[src/rtl/addsub_pkg.sv]
// Package: shared types of the add/subtract unit.
// Assumes: nothing beyond IEEE 1800-2017 packed types.
package addsub_pkg;

    // Operation select; the encoding is visible at the top-level port.
    typedef enum logic [1:0] {
        OP_ADD  = 2'b00,
        OP_SUB  = 2'b01,
        OP_RSB  = 2'b10,
        OP_NONE = 2'b11
    } arith_op_e;

    // Condition flags in one bundle.
    typedef struct packed {
        logic neg;
        logic zero;
        logic carry;
        logic ovf;
    } cond_flags_t;

endpackage

[src/rtl/addsub_operand_mux.sv]
// Module: addsub_operand_mux
// Routes the operands into the single adder. Subtract forms invert the
// subtrahend. The carry-in is the constant (0 add, 1 subtract) unless
// chaining selects the external carry.
// Assumes: op is one of the four encodings; reserved is flagged as invalid.
module addsub_operand_mux
    import addsub_pkg::*;
#(
    parameter int W = 32
) (
    input  arith_op_e      op,
    input  logic           chain_en,
    input  logic           carry_in,
    input  logic [W-1:0]   x,
    input  logic [W-1:0]   m,
    output logic [W-1:0]   add_a,
    output logic [W-1:0]   add_b,
    output logic           add_cin,
    output logic           op_valid
);

    // Select adder inputs and carry-in for the requested operation.
    always_comb begin
        add_a    = x;
        add_b    = m;
        add_cin  = chain_en ? carry_in : 1'b0;
        op_valid = 1'b1;
        unique case (op)
            OP_ADD: begin
                add_a   = x;
                add_b   = m;
                add_cin = chain_en ? carry_in : 1'b0;
            end
            OP_SUB: begin
                add_a   = x;
                add_b   = ~m;
                add_cin = chain_en ? carry_in : 1'b1;
            end
            OP_RSB: begin
                add_a   = m;
                add_b   = ~x;
                add_cin = chain_en ? carry_in : 1'b1;
            end
            default: begin
                add_a    = '0;
                add_b    = '0;
                add_cin  = 1'b0;
                op_valid = 1'b0;
            end
        endcase
    end

endmodule

[src/rtl/addsub_ripple_adder.sv]
// Module: addsub_ripple_adder
// Bit-level ripple-carry adder built from W full-adder cells. It also
// exposes the carry into the top bit, so overflow can be taken as the XOR
// of the last two carries.
// Assumes: W >= 2.
module addsub_ripple_adder #(
    parameter int W = 32
) (
    input  logic [W-1:0] a,
    input  logic [W-1:0] b,
    input  logic         cin,
    output logic [W-1:0] sum,
    output logic         cout,
    output logic         c_into_msb
);

    logic [W:0] carry;

    // Carry chain origin.
    assign carry[0] = cin;

    // One full-adder cell per bit.
    for (genvar i = 0; i < W; i++) begin : g_cell
        assign sum[i]       = a[i] ^ b[i] ^ carry[i];
        assign carry[i + 1] = (a[i] & b[i]) | (carry[i] & (a[i] ^ b[i]));
    end

    // Export the last two carries.
    assign cout       = carry[W];
    assign c_into_msb = carry[W-1];

endmodule

[src/rtl/addsub_flag_gen.sv]
// Module: addsub_flag_gen
// Forms the visible result and the N/Z/C/V flags from the adder outputs.
// A reserved operation forces the result and all flags to zero.
// Assumes: the adder operands were already inverted for subtraction, so
// the carry out is the inverted borrow.
module addsub_flag_gen
    import addsub_pkg::*;
#(
    parameter int W = 32
) (
    input  logic [W-1:0] sum,
    input  logic         cout,
    input  logic         c_into_msb,
    input  logic         op_valid,
    output logic [W-1:0] result,
    output cond_flags_t  flags
);

    // Gate the result for reserved operations.
    assign result = op_valid ? sum : '0;

    // Derive the four condition flags.
    always_comb begin
        flags.neg   = result[W-1];
        flags.zero  = op_valid & ~|result;
        flags.carry = op_valid & cout;
        flags.ovf   = op_valid & (cout ^ c_into_msb);
    end

endmodule

[src/rtl/addsub_flags_unit.sv]
// Module: addsub_flags_unit (top)
// Combinational add / subtract / reverse-subtract unit with N, Z, C, V.
// All three operations use one ripple adder. Optional carry chaining
// supports multi-word arithmetic.
// Assumes: inputs are stable and defined; the unit has no state.
module addsub_flags_unit
    import addsub_pkg::*;
#(
    parameter int W = 32
) (
    input  logic [1:0]   op_sel,
    input  logic         chain_en,
    input  logic         carry_in,
    input  logic [W-1:0] opnd_x,
    input  logic [W-1:0] opnd_m,
    output logic [W-1:0] result,
    output logic         flag_n,
    output logic         flag_z,
    output logic         flag_c,
    output logic         flag_v
);

    arith_op_e    op;
    logic [W-1:0] add_a;
    logic [W-1:0] add_b;
    logic         add_cin;
    logic         op_valid;
    logic [W-1:0] sum;
    logic         cout;
    logic         c_msb;
    cond_flags_t  flags;

    // Interpret the raw select as an operation.
    assign op = arith_op_e'(op_sel);

    addsub_operand_mux #(.W(W)) mux_i (
        .op       (op),
        .chain_en (chain_en),
        .carry_in (carry_in),
        .x        (opnd_x),
        .m        (opnd_m),
        .add_a    (add_a),
        .add_b    (add_b),
        .add_cin  (add_cin),
        .op_valid (op_valid)
    );

    addsub_ripple_adder #(.W(W)) adder_i (
        .a          (add_a),
        .b          (add_b),
        .cin        (add_cin),
        .sum        (sum),
        .cout       (cout),
        .c_into_msb (c_msb)
    );

    addsub_flag_gen #(.W(W)) flags_i (
        .sum        (sum),
        .cout       (cout),
        .c_into_msb (c_msb),
        .op_valid   (op_valid),
        .result     (result),
        .flags      (flags)
    );

    // Unpack flags onto the ports.
    assign flag_n = flags.neg;
    assign flag_z = flags.zero;
    assign flag_c = flags.carry;
    assign flag_v = flags.ovf;

endmodule

[config.mk]
export PLATFORM = sky130hd
export DESIGN_NAME = addsub_flags_unit
export DESIGN_NICKNAME = d
export VERILOG_FILES = /design/src/rtl/addsub_pkg.sv /design/src/rtl/addsub_operand_mux.sv /design/src/rtl/addsub_ripple_adder.sv /design/src/rtl/addsub_flag_gen.sv /design/src/rtl/addsub_flags_unit.sv
export SDC_FILE = /design/constraint.sdc
export NUM_CORES = 1
export LEC_CHECK = 0
export ABC_AREA = 1
export BUFFER_PORTS_ARGS = -buffer_cell sky130_fd_sc_hd__buf_2
export CAP_MARGIN = 0
export CORE_ASPECT_RATIO = 2
export CORE_UTILIZATION = 40
export DETAILED_ROUTE_END_ITERATION = 10
export GPL_ROUTABILITY_DRIVEN = 0
export MAX_ROUTING_LAYER = met4
export PLACE_DENSITY_LB_ADDON = 0.3
export SLEW_MARGIN = 20
export SYNTH_ARGS = -nofsm -noshare
export SYNTH_HDL_FRONTEND = slang
export SYNTH_SLANG_ARGS = --single-unit
export TNS_END_PERCENT = 5
[constraint.sdc]
create_clock -name vclk -period 43.7
set_input_delay 13.11 -clock vclk [all_inputs]
set_output_delay 13.11 -clock vclk [all_outputs]
set_load 0.1 [all_outputs]
==> results.md, run 1 <==
Cells and area:
- 0 antenna diodes ended up in the layout.
- After the flow finishes, the layout carries non-filler instances totaling 468.
- The number of clock buffer instances in the layout is 0.
- The post-route netlist has 27.80% of its cells at a drive strength greater than 1.
- The design has 0 sequential cells.
- The count of nets after finishing is 518.
- The growth of design area from synthesis to finish is 27.21%.
- The register area is 0 µm².

Critical path:
- The most repeated library cell on the critical path is sky130_fd_sc_hd__fa_1.
- The worst setup path is captured at a primary output.
- The category of the most critical setup path is in -> out.
- Along the worst path, the maximum fanout reaches 20.
- The worst-path cell with the longest stage delay is sky130_fd_sc_hd__fa_1.
- For the worst setup path, the data required time is 30.59 ns.
- The nature of the critical path startpoint is a primary input.
- The stage delay of the slowest cell on the critical path is 0.50 ns.
- At the worst endpoint, the arrival time is 29.02 ns.

Routing:
- After the first detailed-routing iteration, the DRC count stood at 74.
- The count of antenna-violating nets left after detailed routing is 0.
- The residual DRC count is 0.
- The average via count per standard cell is 5.662.
- The final route contains 2650 vias.
- The routed wire length is 6791 µm.
- The number of detailed-route iterations in the first pass is 4.
- Dividing the detail-routed wire length by the instance count gives 14.51 µm.

STA:
- The number of endpoints failing setup at the final stage is 0.
- In the post-route analysis, the smallest setup slack over all paths is 1.568 ns.
- The worst slew margin relative to its limit is 58.19%.
- The final-layout setup total negative slack is 0 ns.
- Setup repair after global routing left no endpoint under its margin.
- The time the final worst path needs with I/O delays and setup is 42.13 ns.
- Across all hold checks on the routed design, the worst slack comes to 26.99 ns.
- The achievable clock frequency is 0.02374 GHz.
- The final max-slew violation count is 0.
- The number of hold violations in the final report is 0.
- For the pin with the worst max-slew slack, the measured transition is 0.6264 ns.
- In the finished design, the share of the clock period the worst path needs comes to 96.41%.

Placement:
- The half-perimeter wire length of the detailed placement result is 5222 µm.
- The port buffer count is 104.
- The number of instances in the placed design is 468.
- The worst setup slack after placement is 1.498 ns.

Power:
- VDD sags by at most 25.76 µV.
- Dividing total power by cell area gives a power density of 32.61 nW/µm².
- For this design the static power due to leakage is 1.317 nW.

Worst hold path:
- In this run the worst hold path is classified as in -> out.

Floorplanning:
- The height of the die is 105.4 µm.
- The core area is 5139 µm².
- The die covers 5660 µm².
- The site row count is 37.
- For this configuration, the core starts out at a cell density of 41.61%.
- The die is 53.70 µm wide.
- 104 I/O pins were placed.

Global route:
- The number of global-route vias before repair is 2552.
- Entering global routing, the biggest net connects 42 pins.
- For this run the aggregate overflow at the end of global routing stands at 0.
- Global routing used 24.52% of the available tracks.
- The wire length of the first global-routing pass is 10660 µm.
- The initial antenna violation count is 0.

Synthesis:
- The synthesized netlist devotes 29.08% of its cell area to simple gates.
- The post-synthesis share of cell area spent on full adders, half adders and majority gates is 33.47%.
- Summing every instance area after synthesis gives 2138 µm².
- In the synthesized netlist, mux cells make up 0% of the area.
- Summing the areas of all xor and xnor instances in the mapped netlist gives 0.4096% of the synthesized area.
- Summing the sequential cell areas from Yosys gives 0% of the chip area.
- Yosys printed 0 warnings.
- The synthesized netlist devotes 27.03% of its cell area to compound gates.
- The synthesized instance count is 324.
- The average cell area after synthesis is 6.600 µm².
- The number of nets in the synthesized netlist is 430.
- The main combinational cell family by area after synthesis is adder cells.
- The synthesized netlist contains 19 unique library cells.

Outcome:
- The flow ran to the end, and the final reports show no timing, DRC or antenna violations.

Run:
- The number of max-cap violations is 0.

Clock tree:
- After clock tree synthesis, the setup repair step added 0 buffers.
- The post-cts gate resize count is 0.
- The cts-stage hold buffer count is 0.
## critical path, delay by kind of cell
kind / cells / cell delay [ns]
adders and majority gates: 33 / 14.00
buffers and inverters: 9 / 1.02
and+or+nand+nor: 5 / 0.51
AOI/OAI and AO/OA: 2 / 0.38
## where the power goes
part           leakage [nW]  internal (mW)  switching, mW
Clock                     0              0              0
Sequential                0              0              0
Combinational          1.32         0.0191         0.0696
Total                  1.32         0.0191         0.0696
## cell usage in the layout (no fill, tap or decap), drive strengths merged
cell type | synthesis | routed
ha | 6 | 6
a21oi | 5 | 5
a22o | 28 | 28
buf | 14 | 113
nand2 | 104 | 104
nor2 | 59 | 59
xor2 | 1 | 1
nor3b | 1 | 1
a211oi | 1 | 1
o221ai | 26 | 26
fa | 32 | 32
o21bai | 1 | 1
inv | 20 | 20
o21ai | 13 | 13
## logic make-up after synthesis
| kind of cell | count (synthesis) |
|---|---|
| adder cells (fa/ha/maj) | 38 |
| XOR/XNOR | 1 |
| buffers and inverters | 47 |
| AO/OA/AOI/OAI | 74 |
| AND/OR/NAND/NOR | 164 |
## synth_stat cells
library cell | n | area, µm²
sky130_fd_sc_hd__nand2_1 | 104 | 390.4
sky130_fd_sc_hd__nor2_1 | 58 | 217.7
sky130_fd_sc_hd__fa_1 | 32 | 640.6
sky130_fd_sc_hd__a22o_1 | 28 | 245.2
sky130_fd_sc_hd__o221ai_1 | 26 | 227.7
sky130_fd_sc_hd__inv_1 | 20 | 75.07
sky130_fd_sc_hd__clkbuf_1 | 13 | 48.80
sky130_fd_sc_hd__o21ai_0 | 13 | 65.06
sky130_fd_sc_hd__buf_2 | 9 | 45.04
sky130_fd_sc_hd__ha_1 | 6 | 75.07
sky130_fd_sc_hd__a21oi_1 | 5 | 25.02
sky130_fd_sc_hd__buf_6 | 3 | 33.78
sky130_fd_sc_hd__a211oi_1 | 1 | 7.510
sky130_fd_sc_hd__buf_1 | 1 | 3.750
sky130_fd_sc_hd__buf_4 | 1 | 7.510
sky130_fd_sc_hd__nor2_2 | 1 | 6.260
sky130_fd_sc_hd__nor3b_1 | 1 | 7.510
sky130_fd_sc_hd__o21bai_1 | 1 | 7.510
sky130_fd_sc_hd__xor2_1 | 1 | 8.760
## metal layers
metal	part of all wire (%)	up-vias	GRT usage, %
met1	37	1268	26.56
li1	-	1258	-
met5	0	-	-
met4	2.0	0	6.203
met2	56	114	46.03
met3	4.5	10	0.1443
## layout make-up
cell class	instances	area [µm²]
Tap cell	58	72.57
Timing Repair Buffer	113	648.1
Inverter	20	75.07
Multi-Input combinational cell	277	1924
Fill cell	554	2419
## stage by stage
step                instance area [µm²]  power (mW)  utilization [%]
floorplan                          2138     0.07182                -
global placement                   2720     0.08835            52.93
detailed placement                 2720     0.08890            52.93
CTS                                2720     0.08906            52.93
global route                       2720     0.09384            52.93
finish                             2720     0.08871            52.93
## worst paths after layout
check,slack (ns),to,cells after the start,startpoint
worst max-delay path,1.57,flag_z,49,op_sel[0]
worst min-delay path,26.99,result[14],6,opnd_x[14]
Note: power is estimated with default switching activity, not from simulation.
==> run 2: changes to the inputs <==
--- a/config.mk
+++ b/config.mk
@@ -9,12 +9,12 @@
 export BUFFER_PORTS_ARGS = -buffer_cell sky130_fd_sc_hd__buf_2
 export CAP_MARGIN = 0
 export CORE_ASPECT_RATIO = 2
-export CORE_UTILIZATION = 40
+export CORE_UTILIZATION = 35
 export DETAILED_ROUTE_END_ITERATION = 10
 export GPL_ROUTABILITY_DRIVEN = 0
 export MAX_ROUTING_LAYER = met4
 export PLACE_DENSITY_LB_ADDON = 0.3
-export SLEW_MARGIN = 20
+export SLEW_MARGIN = 40
 export SYNTH_ARGS = -nofsm -noshare
 export SYNTH_HDL_FRONTEND = slang
 export SYNTH_SLANG_ARGS = --single-unit
==> run 2 against run 1 <==
Compared with the run above: die area rose by 14%; total power is 0.85% higher; setup slack lost 0.12 ns; flip-flop and latch count did not move; the run now ends with DRC left; via count down 1.2%; utilization decreased by 7.0 points.
==> results.md, run 2 (same netlist as run 1, synthesis figures left out) <==
Outcome:
- Status: finished, violations left (was completed).
- The checks that failed: DRC.

STA:
- The number of hold violations in the final report is 0 (unchanged).
- The slew at the pin with the worst max-slew slack is 0.7650 ns (was 0.6264 ns).
- The achievable clock frequency was 0.02367 GHz (was 0.02374 GHz).
- The final-layout setup total negative slack came to 0 ns (unchanged).
- Unrepaired setup endpoints after global routing: false (unchanged).
- The worst slew margin relative to its limit came to 49.00% (was 58.19%).
- The number of endpoints failing setup at the final stage is 0 (unchanged).
- The final max-slew violation count is 0 (unchanged).
- The time the final worst path needs with I/O delays and setup is 42.25 ns (was 42.13 ns).
- The final clock period utilization by the worst path is 96.69% (was 96.41%).

Global route:
- The initial antenna violation count is 0 (unchanged).
- The largest net degree at the start of global routing is 33 (was 42).
- The number of global-route vias before repair is 2629 (was 2552).
- The met2 track demand over resource in global routing is 46.35% (was 46.03%).
- The met3 usage is 0.4608% (was 0.1443%).
- The layer with the highest usage after global routing is met2 (unchanged).
- The leftover overflow at the end of global routing is 0 (unchanged).
- The wire length of the first global-routing pass is 11720 µm (was 10660 µm).
- The global-route track usage on met1 is 24.75% (was 26.56%).
- The total routing resource utilization after global routing is 22.95% (was 24.52%).

Floorplanning:
- The die area is 6445 µm² (was 5660 µm²).
- The core area is 5956 µm² (was 5139 µm²).
- The I/O pin count is 104 (unchanged).
- The height of the die came to 112.5 µm (was 105.4 µm).
- The initial core utilization is 35.90% (was 41.61%).
- The width of the chip is 57.27 µm (was 53.70 µm).
- The site row count was 40 (was 37).

Power:
- The power density normalized to cell area is 32.72 nW/µm² (was 32.61 nW/µm²).
- The worst supply voltage drop on vdd came to 19.90 µV (was 25.76 µV).
- The total power after layout is 0.08946 mW (was 0.08871 mW).
- The leakage power of the design is 1.322 nW (was 1.317 nW).

Cells and area:
- The count of nets after finishing came to 519 (was 518).
- The sequential cell count of the final layout was 0 (unchanged).
- The fill cell total of the finished layout is 615 (was 554).
- The number of clock buffer instances in the layout was 0 (unchanged).
- The growth of design area from synthesis to finish is 27.85% (was 27.21%).
- The final design area excluding fillers was 2734 µm² (was 2720 µm²).
- The most common library cell in the layout ignoring fill and taps was sky130_fd_sc_hd__nand2_1 (unchanged).
- Top library cells by usage in the layout, fill and taps aside: sky130_fd_sc_hd__nand2_1 (104), sky130_fd_sc_hd__buf_2 (100), sky130_fd_sc_hd__nor2_1 (58), sky130_fd_sc_hd__fa_1 (32), sky130_fd_sc_hd__a22o_1 (28) (unchanged).
- The area of combinational cells with multiple inputs is 1924 µm² (unchanged).
- The register area is 0 µm² (unchanged).
- The count of antenna diodes in the layout is 0 (unchanged).
- The share of cells above drive strength 1 was 27.98% (was 27.80%).

Critical path:
- The nature of the critical path startpoint is a primary input (unchanged).
- The timing endpoint of the critical path is flag_z (unchanged).
- The timing startpoint of the critical path is op_sel[0] (unchanged).
- The worst-path cell with the longest stage delay is sky130_fd_sc_hd__fa_1 (unchanged).
- The stage delay of the slowest cell on the critical path is 0.52 ns (was 0.50 ns).
- The top fanout value on the critical path was 32 (was 20).
- The required time of the worst setup path came to 30.59 ns (about the same).
- The category of the most critical setup path is in -> out (unchanged).
- The arrival time at the worst endpoint came to 29.14 ns (was 29.02 ns).
- The critical path endpoint category is a primary output (unchanged).
- The most repeated library cell on the critical path is sky130_fd_sc_hd__fa_1 (unchanged).

Run:
- The number of max-cap violations is 0 (unchanged).

Clock tree:
- The cts-stage hold buffer count is 0 (unchanged).
- The setup fix buffers added after clock tree synthesis is 0 (unchanged).
- The post-cts gate resize count is 0 (unchanged).

Routing:
- The average via count per standard cell is 5.521 (was 5.662).
- The routed wire length was 7131 µm (was 6791 µm).
- The total number of vias is 2617 (was 2650).
- The residual DRC count is 8 (was 0).
- The number of detailed-route iterations in the first pass is 8 (was 4).
- The routed length per instance is 15.04 µm (was 14.51 µm).
- The DRC violation total after the first TritonRoute iteration is 179 (was 74).
- The count of antenna-violating nets left after detailed routing is 0 (unchanged).

Placement:
- The port buffer count came to 104 (unchanged).
- The half-perimeter wire length of the detailed placement result is 5556 µm (was 5222 µm).
- The placement-stage cell area is 2734 µm² (was 2720 µm²).

Worst hold path:
- The kind of path behind the tightest hold check is in -> out (unchanged).
-- run 2: where the power goes --
| group | switching, mW | internal, mW | leakage (nW) | total (mW) |
|---|---|---|---|---|
| clock | 0 | 0 | 0 | 0 |
| combinational | 0.0700 | 0.0194 | 1.32 | 0.0895 |
| sequential | 0 | 0 | 0 | 0 |
-- run 2: area by class of cell --
class                           instances  area share (%)
Multi-Input combinational cell        277           70.39
Timing Repair Buffer                  114           23.98
Tap cell                               63           2.883
Inverter                               20           2.746
-- run 2: how the worst min path moves through the flow --
stage	from	to	slack, ns	cells after the start
after CTS	opnd_x[13]	result[13]	27.00	6
after global placement	opnd_x[13]	result[13]	26.99	6
final	opnd_x[16]	result[16]	27.00	6
after global routing	opnd_x[27]	result[27]	27.03	6
after detailed placement	opnd_x[13]	result[13]	27.00	6
after floorplan	opnd_x[10]	result[10]	26.77	4
-- run 2: metal layers --
| layer | vias to the layer above | share of wire (%) |
|---|---|---|
| met4 | 0 | 0 |
| met5 | - | 0 |
| li1 | 1263 | - |
| met2 | 117 | 58 |
| met3 | 0 | 5.2 |
| met1 | 1237 | 37 |
-- run 2: critical path: cells and delay by family --
| kind | cells | cell delay, ns |
|---|---|---|
| adder cells (fa/ha/maj) | 33 | 14.08 |
| buffers and inverters | 8 | 1.07 |
| AND/OR/NAND/NOR | 5 | 0.53 |
| AO/OA/AOI/OAI | 2 | 0.33 |
-- run 2: per-stage QoR --
step                      cells  setup slack (ns)  util [%]  hold WS [ns]
after global placement      474             1.667     45.90         26.99
after global routing        474            0.7600     45.90         27.03
after detailed placement    474             1.384     45.90         27.00
after floorplan             324             1.228         -         26.77
after CTS                   474             1.342     45.90         27.00
final                       474             1.446     45.90         27.00
